[config.mk]
export PLATFORM = sky130hd
export DESIGN_NAME = dbg_brk_unit
export DESIGN_NICKNAME = d
export VERILOG_FILES = /design/src/rtl/bkpt_pkg.sv /design/src/rtl/bkpt_regs.sv /design/src/rtl/bkpt_cmp.sv /design/src/rtl/bkpt_tagq.sv /design/src/rtl/dbg_brk_unit.sv
export SDC_FILE = /design/constraint.sdc
export NUM_CORES = 1
export LEC_CHECK = 0
export ABC_CLOCK_PERIOD_IN_PS = 5950
export BUFFER_PORTS_ARGS = -buffer_cell sky130_fd_sc_hd__buf_2
export CORE_MARGIN = 4
export CORE_UTILIZATION = 52
export CTS_BUF_LIST = sky130_fd_sc_hd__clkbuf_16
export DETAILED_ROUTE_END_ITERATION = 10
export GPL_TIMING_DRIVEN = 0
export PLACE_DENSITY = 0.82
export SYNTH_ARGS = -nofsm -noshare
export SYNTH_HDL_FRONTEND = slang
export SYNTH_HIERARCHICAL = 1
export SYNTH_SLANG_ARGS = --single-unit
[constraint.sdc]
create_clock -name clk -period 5.95 [get_ports clk]
set_input_delay 0.2975 -clock clk [delete_from_list [all_inputs] [get_ports clk]]
set_output_delay 0.2975 -clock clk [all_outputs]
set_load 0.01 [all_outputs]
[src/rtl/bkpt_pkg.sv]
package bkpt_pkg;

    localparam int DEF_ADDR_W  = 16;
    localparam int DEF_Q_DEPTH = 2;

    // control word bit positions
    localparam int CB_EN   = 0;
    localparam int CB_MODE = 1;
    localparam int CB_CLK  = 2;
    localparam int CB_WS   = 3;
    localparam int CB_WSF  = 4;

    typedef enum logic [1:0] {
        SEL_ADDR = 2'd0,
        SEL_CTRL = 2'd1
    } reg_sel_e;

    typedef struct packed {
        logic en;
        logic force_sel;
        logic clk_sel;
    } brk_ctl_t;

    typedef struct packed {
        logic ws;
        logic wsf;
    } brk_stat_t;

    typedef struct packed {
        logic vld;
        logic tag;
    } q_ent_t;

    function automatic logic [7:0] pack_ctrl(input brk_ctl_t c, input brk_stat_t s);
        logic [7:0] w;
        w          = '0;
        w[CB_EN]   = c.en;
        w[CB_MODE] = c.force_sel;
        w[CB_CLK]  = c.clk_sel;
        w[CB_WS]   = s.ws;
        w[CB_WSF]  = s.wsf;
        return w;
    endfunction

endpackage

[src/rtl/bkpt_regs.sv]
module bkpt_regs
    import bkpt_pkg::*;
#(
    parameter int ADDR_W = DEF_ADDR_W
) (
    input  logic              clk,
    input  logic              rst,
    input  logic [1:0]        dbg_sel,
    input  logic              dbg_we,
    input  logic [ADDR_W-1:0] dbg_wdata,
    output logic [ADDR_W-1:0] dbg_rdata,
    input  logic              cpu_wait_stop,
    input  logic              bdm_active,
    input  logic              mem_fail_ws,
    output logic [ADDR_W-1:0] match_addr,
    output brk_ctl_t          ctl,
    output brk_stat_t         stat
);

    localparam int CW = 8;

    logic wr_addr, wr_ctrl;
    assign wr_addr = dbg_we && (dbg_sel == SEL_ADDR);
    assign wr_ctrl = dbg_we && (dbg_sel == SEL_CTRL);

    always_ff @(posedge clk) begin
        if (rst) begin
            match_addr <= '0;
            ctl        <= '0;
        end else begin
            if (wr_addr)
                match_addr <= dbg_wdata;
            if (wr_ctrl) begin
                ctl.en        <= dbg_wdata[CB_EN];
                ctl.force_sel <= dbg_wdata[CB_MODE];
                ctl.clk_sel   <= dbg_wdata[CB_CLK];
            end
        end
    end

    always_ff @(posedge clk) begin
        if (rst) begin
            stat <= '0;
        end else begin
            stat.ws <= cpu_wait_stop | (stat.ws & bdm_active);
            if (mem_fail_ws)
                stat.wsf <= 1'b1;
            else if (wr_ctrl && dbg_wdata[CB_WSF])
                stat.wsf <= 1'b0;
        end
    end

    always_comb begin
        dbg_rdata = '0;
        unique case (dbg_sel)
            SEL_ADDR: dbg_rdata = match_addr;
            SEL_CTRL: dbg_rdata[CW-1:0] = pack_ctrl(ctl, stat);
            default:  dbg_rdata = '0;
        endcase
    end


    ws_follow_chk: assert property (@(posedge clk) disable iff (rst)
        cpu_wait_stop |=> stat.ws);


    wsf_set_chk: assert property (@(posedge clk) disable iff (rst)
        mem_fail_ws |=> stat.wsf);

endmodule

[src/rtl/bkpt_cmp.sv]
module bkpt_cmp #(
    parameter int ADDR_W = 16
) (
    input  logic              fetch_vld,
    input  logic              armed,
    input  logic [ADDR_W-1:0] fetch_addr,
    input  logic [ADDR_W-1:0] match_addr,
    output logic              hit
);

    logic [ADDR_W-1:0] diff;

    assign diff = fetch_addr ^ match_addr;
    assign hit  = fetch_vld && armed && (diff == '0);

endmodule

[src/rtl/bkpt_tagq.sv]
module bkpt_tagq
    import bkpt_pkg::*;
#(
    parameter int DEPTH = DEF_Q_DEPTH
) (
    input  logic clk,
    input  logic rst,
    input  logic push,
    input  logic push_tag,
    input  logic pop,
    input  logic flush,
    output logic tag_fire,
    output logic any_vld
);

    q_ent_t [DEPTH-1:0] cur, base, nxt;
    logic placed;

    always_comb begin
        base = cur;
        if (flush) begin
            base = '0;
        end else if (pop) begin
            for (int i = 0; i < DEPTH - 1; i++)
                base[i] = cur[i+1];
            base[DEPTH-1] = '0;
        end
        nxt    = base;
        placed = 1'b0;
        if (push) begin
            for (int i = 0; i < DEPTH; i++) begin
                if (!placed && !base[i].vld) begin
                    nxt[i].vld = 1'b1;
                    nxt[i].tag = push_tag;
                    placed     = 1'b1;
                end
            end
        end
    end

    always_ff @(posedge clk) begin
        if (rst)
            cur <= '0;
        else
            cur <= nxt;
    end

    assign tag_fire = pop && !flush && cur[0].vld && cur[0].tag;

    always_comb begin
        any_vld = 1'b0;
        for (int i = 0; i < DEPTH; i++)
            any_vld = any_vld | cur[i].vld;
    end


    flush_clears_chk: assert property (@(posedge clk) disable iff (rst)
        (flush && !push) |=> !any_vld);

endmodule

[src/rtl/dbg_brk_unit.sv]
module dbg_brk_unit
    import bkpt_pkg::*;
#(
    parameter int ADDR_W  = DEF_ADDR_W,
    parameter int Q_DEPTH = DEF_Q_DEPTH
) (
    input  logic              clk,
    input  logic              rst,
    input  logic [1:0]        dbg_sel,
    input  logic              dbg_we,
    input  logic [ADDR_W-1:0] dbg_wdata,
    output logic [ADDR_W-1:0] dbg_rdata,
    input  logic              fetch_vld,
    input  logic [ADDR_W-1:0] fetch_addr,
    input  logic              insn_bound,
    input  logic              q_pop,
    input  logic              q_flush,
    input  logic              bdm_active,
    input  logic              cpu_wait_stop,
    input  logic              mem_fail_ws,
    output logic              brk_req,
    output logic              dbg_clk_sel
);

    logic [ADDR_W-1:0] match_addr;
    brk_ctl_t          ctl;
    brk_stat_t         stat;
    logic              hit, armed, force_hit, tag_hit, tag_fire, q_any;
    logic              pend, force_fire, fire;

    bkpt_regs #(.ADDR_W(ADDR_W)) u_regs (
        .clk           (clk),
        .rst           (rst),
        .dbg_sel       (dbg_sel),
        .dbg_we        (dbg_we),
        .dbg_wdata     (dbg_wdata),
        .dbg_rdata     (dbg_rdata),
        .cpu_wait_stop (cpu_wait_stop),
        .bdm_active    (bdm_active),
        .mem_fail_ws   (mem_fail_ws),
        .match_addr    (match_addr),
        .ctl           (ctl),
        .stat          (stat)
    );

    assign armed = ctl.en && !bdm_active;

    bkpt_cmp #(.ADDR_W(ADDR_W)) u_cmp (
        .fetch_vld  (fetch_vld),
        .armed      (armed),
        .fetch_addr (fetch_addr),
        .match_addr (match_addr),
        .hit        (hit)
    );

    assign force_hit = hit && ctl.force_sel;
    assign tag_hit   = hit && !ctl.force_sel;

    bkpt_tagq #(.DEPTH(Q_DEPTH)) u_q (
        .clk      (clk),
        .rst      (rst),
        .push     (fetch_vld),
        .push_tag (tag_hit),
        .pop      (q_pop),
        .flush    (q_flush),
        .tag_fire (tag_fire),
        .any_vld  (q_any)
    );

    assign force_fire = insn_bound && ctl.force_sel && (pend || force_hit);
    assign fire       = armed && !brk_req && (force_fire || tag_fire);

    always_ff @(posedge clk) begin
        if (rst || !armed || !ctl.force_sel)
            pend <= 1'b0;
        else if (fire && force_fire)
            pend <= 1'b0;
        else
            pend <= pend || force_hit;
    end

    always_ff @(posedge clk) begin
        if (rst)
            brk_req <= 1'b0;
        else
            brk_req <= fire;
    end

    assign dbg_clk_sel = ctl.clk_sel;


    disabled_quiet_chk: assert property (@(posedge clk) disable iff (rst)
        !ctl.en |=> !brk_req);


    pulse_width_chk: assert property (@(posedge clk) disable iff (rst)
        brk_req |=> !brk_req);


    force_boundary_chk: assert property (@(posedge clk) disable iff (rst)
        (pend && insn_bound && ctl.en && ctl.force_sel && !bdm_active && !brk_req) |=> brk_req);


    bdm_block_chk: assert property (@(posedge clk) disable iff (rst)
        (bdm_active && !brk_req) |=> !brk_req);

endmodule

==> results of run 1 <==
-- power groups by stage --
| stage | sequential [mW] | clock [mW] | combinational, mW |
|---|---|---|---|
| floorplan | 0.195 | 0 | 0.0374 |
| global placement | 0.196 | 0 | 0.0612 |
| detailed placement | 0.196 | 0 | 0.0620 |
| CTS | 0.192 | 0.153 | 0.0623 |
| global route | 0.193 | 0.160 | 0.0678 |
| finish | 0.192 | 0.149 | 0.0617 |
-- per-stage QoR --
stage | hold WS, ns | instances
5_1_grt | 0.264 | 276
4_1_cts | 0.247 | 276
3_5_place_dp | 0.449 | 272
6_report | 0.250 | 276
3_3_place_gp | 0.435 | 272
2_1_floorplan | 0.360 | 170
-- how the worst max path moves through the flow --
stage / start / end / slack [ns] / depth (start not counted)
5_1_grt: u_regs/match_addr[7] / u_q/cur[2] / 3.37 / 8
6_report: u_regs/match_addr[7] / u_q/cur[2] / 3.52 / 8
3_5_place_dp: fetch_addr[7] / u_q/cur[2] / 3.46 / 9
2_1_floorplan: u_regs/match_addr[2] / u_q/cur[2] / 3.96 / 8
3_3_place_gp: fetch_addr[7] / u_q/cur[2] / 3.51 / 9
4_1_cts: u_regs/match_addr[7] / u_q/cur[2] / 3.49 / 8
-- routing by layer --
metal,track usage (%),up-vias,part of all wire [%]
met2,30.1,37,46
met1,25.5,621,48
met3,4.22,2,5.1
met4,4.04,0,0.51
li1,-,702,-
met5,0,-,0
-- registers in the layout (all words and copies together), names as in the netlist --
signal,count
u_regs/match_addr,16
brk_req,1
pend,1
u_q/cur,4
u_regs/ctl,3
u_regs/stat,2
-- placed cells by master, fill, tap and decap left out, types with 2 or more instances in the layout --
| master | count |
|---|---|
| buf_6 | 4 |
| xnor2_1 | 13 |
| mux2i_1 | 26 |
| nand4_1 | 3 |
| nor2b_1 | 2 |
| clkbuf_1 | 5 |
| dfxtp_1 | 27 |
| buf_2 | 58 |
| a211oi_1 | 2 |
| and4b_1 | 2 |
| o21ai_0 | 3 |
| xor2_1 | 3 |
| inv_1 | 3 |
| nand2b_1 | 37 |
| clkbuf_16 | 3 |
| and2b_2 | 2 |
| and2_1 | 11 |
| o211ai_1 | 2 |
| nor2_1 | 8 |
-- cell type report --
| class | count | area share, % |
|---|---|---|
| plain buffers | 10 | 4.10 |
| clock buffers | 3 | 3.67 |
| clock inverters | 1 | 0.183 |
| inverters | 2 | 0.367 |
| multi-input cells | 131 | 48.4 |
| flip-flops and latches | 27 | 26.4 |
| well taps | 44 | 2.69 |
| repair buffers | 58 | 14.2 |
-- critical path, stage by stage, from the launching register on --
cell and delay, ns:
dfxtp_1 0.33, xnor2_1 0.24, nand4_1 0.15, or4_1 0.57, nor4_2 0.30, nor2b_1 0.27
and3_2 0.20, o21ai_0 0.08, a211oi_1 0.22
==> flow_metrics.py, run 1 <==
metrics = {
    "power": {
        "leakage_nw": 0.898,
        "pwr_density_cell_nw_per_um2": 197,
        "power_mw": 0.403,
        "ir_worst_vdd_uv": 87.5,
        "p_clk_share_pct": 37.0,
        "switching_share_pct": 22.8,
        "pwr-share-comb_pct": 15.3,
        "seqPwrFrac_pct": 47.7,
        "power_switching_mw": 0.0918,
        "p_int_mw": 0.311,
    },
    "status": {
        "status": "finished clean",
    },
    "place": {
        "gp_congestion": 0.765,
        "place.port_buffers": 58,
        "dpl_cell_area_um2": 1970,
        "place_ws_ns": 3.46,
        "dp_hpwl_mm": 2.93,
    },
    "floorplanning": {
        "die_h_um": 63.8,
        "start_util_pct": 53.6,
        "dieWidth_um": 63.8,
        "pin_count": 62,
        "core_um2": 3030,
        "die_area_um2": 4080,
        "fp-row-count": 20,
    },
    "cts": {
        "clock_latency_ns": 0.26,
        "cts_resized": 0,
        "postCtsHoldBufs": 0,
        "cts_max_path_buffers": 2,
        "cts_tree": "done",
        "root_buffer": "clkbuf_16",
        "post_cts_buffers": 0,
        "clk_pin_slew_worst_paths_ns": 0.06,
        "h-tree-depth": 1,
        "cts.sinks": 27,
        "cts_inserted_buffers": 3,
    },
    "synthesis": {
        "syn_area_per_cell_um2": 9.54,
        "yosys_warnings": 6,
        "syn-num-nets": 214,
        "synthesis.instances": 170,
        "syn_area_um2": 1620,
    },
    "drt": {
        "wl_mm": 3.70,
        "vias": 1362,
        "drc": 0,
        "detailedRoute.firstPassIterationCount": 4,
        "drtIter0Drc": 61,
        "drtAntennaViolNets": 0,
        "wire_per_inst_um": 13.4,
        "routed_via_density": 4.93,
    },
    "critical_path": {
        "required_ns": 6.13,
        "worstPathMaxFanout": 3,
        "critPathCaptureType": "register",
        "worst_setup_path_start_kind": "register",
        "worstSetupPathType": "reg2reg",
        "rr_startpoint": "u_regs/match_addr[7]",
        "timing.rr.end": "u_q/cur[2]",
        "rrSetupSlack_ns": 3.52,
        "r2r_cells": 8,
        "cp.arrival_ns": 2.61,
    },
    "min_path": {
        "hold_path_depth": 3,
        "hp-class": "in2reg",
        "min-delay-start": "cpu_wait_stop",
        "whs_endpoint": "u_regs/stat[1]",
    },
    "flow_run": {
        "cap_violations": 0,
    },
    "sta": {
        "slew_headroom_pct": 73.9,
        "setup_ws_ns": 3.52,
        "rsz0062_at_grt": "no",
        "fin_setup_tns_ns": 0,
        "period_share_pct": 40.9,
        "skew_ns": 0.00248,
        "hold_viol_final": 0,
        "setup_viol": 0,
        "maxSlewViolCount": 0,
        "fmax_mhz": 411,
        "worst_pin_slew_ns": 0.392,
        "min_period_ns": 2.43,
    },
    "cells_and_area": {
        "final_area_um2": 2050,
        "multiInputGateArea_um2": 990,
        "nFillCells": 257,
        "diodes": 0,
        "seq_area_um2": 541,
        "final_layout_size_suffix_gt1_share_pct": 32.3,
        "syn_to_final_growth_pct": 26.2,
        "fin_nets": 277,
        "fin_util_pct": 67.6,
    },
    "global_route": {
        "antenna_found_initial": 0,
        "grtUsageTotal_pct": 18.7,
        "grt_max_degree": 15,
        "grt_pass1_wl_mm": 6.15,
        "grt_overflow_total": 0,
        "grt_pass1_vias": 1334,
    },
}
No activity file was read; power rests on OpenSTA's default activity.
==> run 2: changes to the inputs <==
- ABC_CLOCK_PERIOD_IN_PS: 5950 -> 2000
- CORE_UTILIZATION: 52 -> 44
- PLACE_DENSITY: 0.82 -> 0.74
- clock period: 5.95 -> 2 ns (I/O delays scaled with it)
==> flow_metrics.py, run 2 (synthesis results as in run 1) <==
metrics = {
    "status": {
        "status": "finished, violations left",
        "violations": "negative setup slack",
    },
    "power": {
        "ir_worst_vdd_uv": 336,
        "leakage_nw": 0.956,
        "pwr_density_cell_nw_per_um2": 563,
        "power_mw": 1.21,
    },
    "global_route": {
        "grt_overflow_total": 0,
        "grt_pass1_vias": 1361,
        "grt_pass1_wl_mm": 6.20,
        "antenna_found_initial": 0,
        "grt_max_degree": 15,
        "grtUsageTotal_pct": 17.2,
    },
    "floorplanning": {
        "dieWidth_um": 68.7,
        "die_h_um": 68.7,
        "pin_count": 62,
        "core_um2": 3440,
        "start_util_pct": 47.1,
        "fp-row-count": 21,
        "die_area_um2": 4720,
    },
    "cts": {
        "cts_inserted_buffers": 3,
        "root_buffer": "clkbuf_16",
        "clk_pin_slew_worst_paths_ns": 0.06,
        "cts_tree": "done",
        "h-tree-depth": 1,
        "clock_latency_ns": 0.25,
        "cts.sinks": 27,
        "cts_max_path_buffers": 2,
    },
    "critical_path": {
        "critPathCaptureType": "register",
        "critPathLaunch": "u_regs/match_addr[7]",
        "cp.arrival_ns": 2.24,
        "timing.rr.end": "u_q/cur[2]",
        "required_ns": 2.18,
        "rrSetupSlack_ns": -0.06,
        "worstPathMaxFanout": 3,
        "worst_setup_path_start_kind": "register",
        "worstSetupPathType": "reg2reg",
        "r2r_cells": 8,
        "crit_end": "u_q/cur[2]",
        "rr_startpoint": "u_regs/match_addr[7]",
    },
    "drt": {
        "detailedRoute.firstPassIterationCount": 4,
        "wl_mm": 3.73,
        "routed_via_density": 4.81,
        "drc": 0,
        "wire_per_inst_um": 13.2,
        "drtAntennaViolNets": 0,
        "drtIter0Drc": 79,
        "vias": 1362,
    },
    "place": {
        "place_ws_ns": -0.228,
        "place.port_buffers": 58,
        "gp_congestion": 0.811,
        "dp_hpwl_mm": 2.85,
        "dpl_cell_area_um2": 1970,
    },
    "sta": {
        "slew_headroom_pct": 72.4,
        "hold_viol_final": 0,
        "skew_ns": 0.00107,
        "min_period_ns": 2.06,
        "maxSlewViolCount": 0,
        "fmax_mhz": 484,
        "setup_viol": 1,
        "period_share_pct": 103,
        "setup_ws_ns": -0.0648,
        "rsz0062_at_grt": "yes",
        "worst_pin_slew_ns": 0.415,
    },
    "min_path": {
        "min-delay-start": "cpu_wait_stop",
        "hp-class": "in2reg",
    },
    "cells_and_area": {
        "reg_top3": "u_regs/match_addr: 16 flops, u_q/cur: 4 flops, u_regs/ctl: 3 flops",
        "top_register": "u_regs/match_addr",
        "syn_to_final_growth_pct": 32.8,
        "final_layout_size_suffix_gt1_share_pct": 40.1,
        "diodes": 0,
        "final_area_um2": 2150,
        "seq_area_um2": 551,
        "final_common_cell": "buf_2",
        "largest_reg_flops": 16,
        "multiInputGateArea_um2": 1050,
        "nFillCells": 314,
        "fin_nets": 282,
        "layout_common_cells": "buf_2, nand2b_1, mux2i_1",
    },
    "flow_run": {
        "cap_violations": 0,
    },
}
-- run 2: cell types whose count changed in the layout (fill, tap and decap cells not counted), moves of 5 or more --
| cell | before | now |
|---|---|---|
| dfxtp_1 | 27 | 19 |
| dfxtp_2 | 0 | 8 |
| buf_4 | 0 | 5 |
| xnor2_1 | 13 | 8 |
| xnor2_2 | 0 | 5 |
-- run 2: power by group --
part,switching [mW],leakage [nW],internal (mW)
Sequential,0.0171,0.224,0.557
Clock,0.177,0.0423,0.267
Combinational,0.0861,0.690,0.109
Total,0.280,0.956,0.933
-- run 2: worst min-delay path by stage --
stage                     endpoint  slack (ns)  cells past startpoint
global route            u_q/cur[0]        0.07                      2
finish              u_regs/stat[1]        0.06                      3
floorplan               u_q/cur[0]        0.16                      1
detailed placement  u_regs/stat[1]        0.33                      3
CTS                 u_regs/stat[1]        0.06                      3
global placement    u_regs/stat[1]        0.31                      3
-- run 2: timing repair --
item | in CTS | in global routing
endpoints found under the setup margin | 2 | 4
gates resized for setup | 14 | 3
hold buffers | 0 | 0
buffers inserted | 3 | 2
pin swaps | 10 | 3
-- run 2: layout make-up --
type,instances,area share [%]
clock inverters,1,0.174
inverters,2,0.349
multi-input cells,131,48.6
well taps,46,2.67
flip-flops and latches,27,25.6
plain buffers,10,3.89
repair buffers,63,15.2
clock buffers,3,3.49
-- run 2: per-stage QoR --
stage          TNS, ns  utilization [%]  instances  hold WS [ns]
2_1_floorplan        0                -        170         0.162
3_3_place_gp    -0.225             57.2        274         0.311
3_5_place_dp    -0.230             57.2        274         0.326
4_1_cts         -0.141             61.7        281        0.0594
5_1_grt         -0.316             62.6        283        0.0730
6_report       -0.0648             62.6        283        0.0583
-- run 2: layer usage --
metal / routed length [um] / vias to the layer above / global-route usage (%)
li1: - / 706 / -
met4: 35 / 0 / 4.87
met3: 263 / 4 / 3.24
met5: 0 / - / 0
met2: 1670 / 41 / 27.4
met1: 1760 / 611 / 23.5
-- run 2: worst max-delay path, stage by stage, from the launching register on --
cell,delay (ns)
dfxtp_2,0.36
xnor2_2,0.11
nand4_1,0.13
or4_4,0.54
nor4_4,0.18
nor2b_4,0.20
and4b_1,0.19
o21bai_1,0.06
a211oi_1,0.21
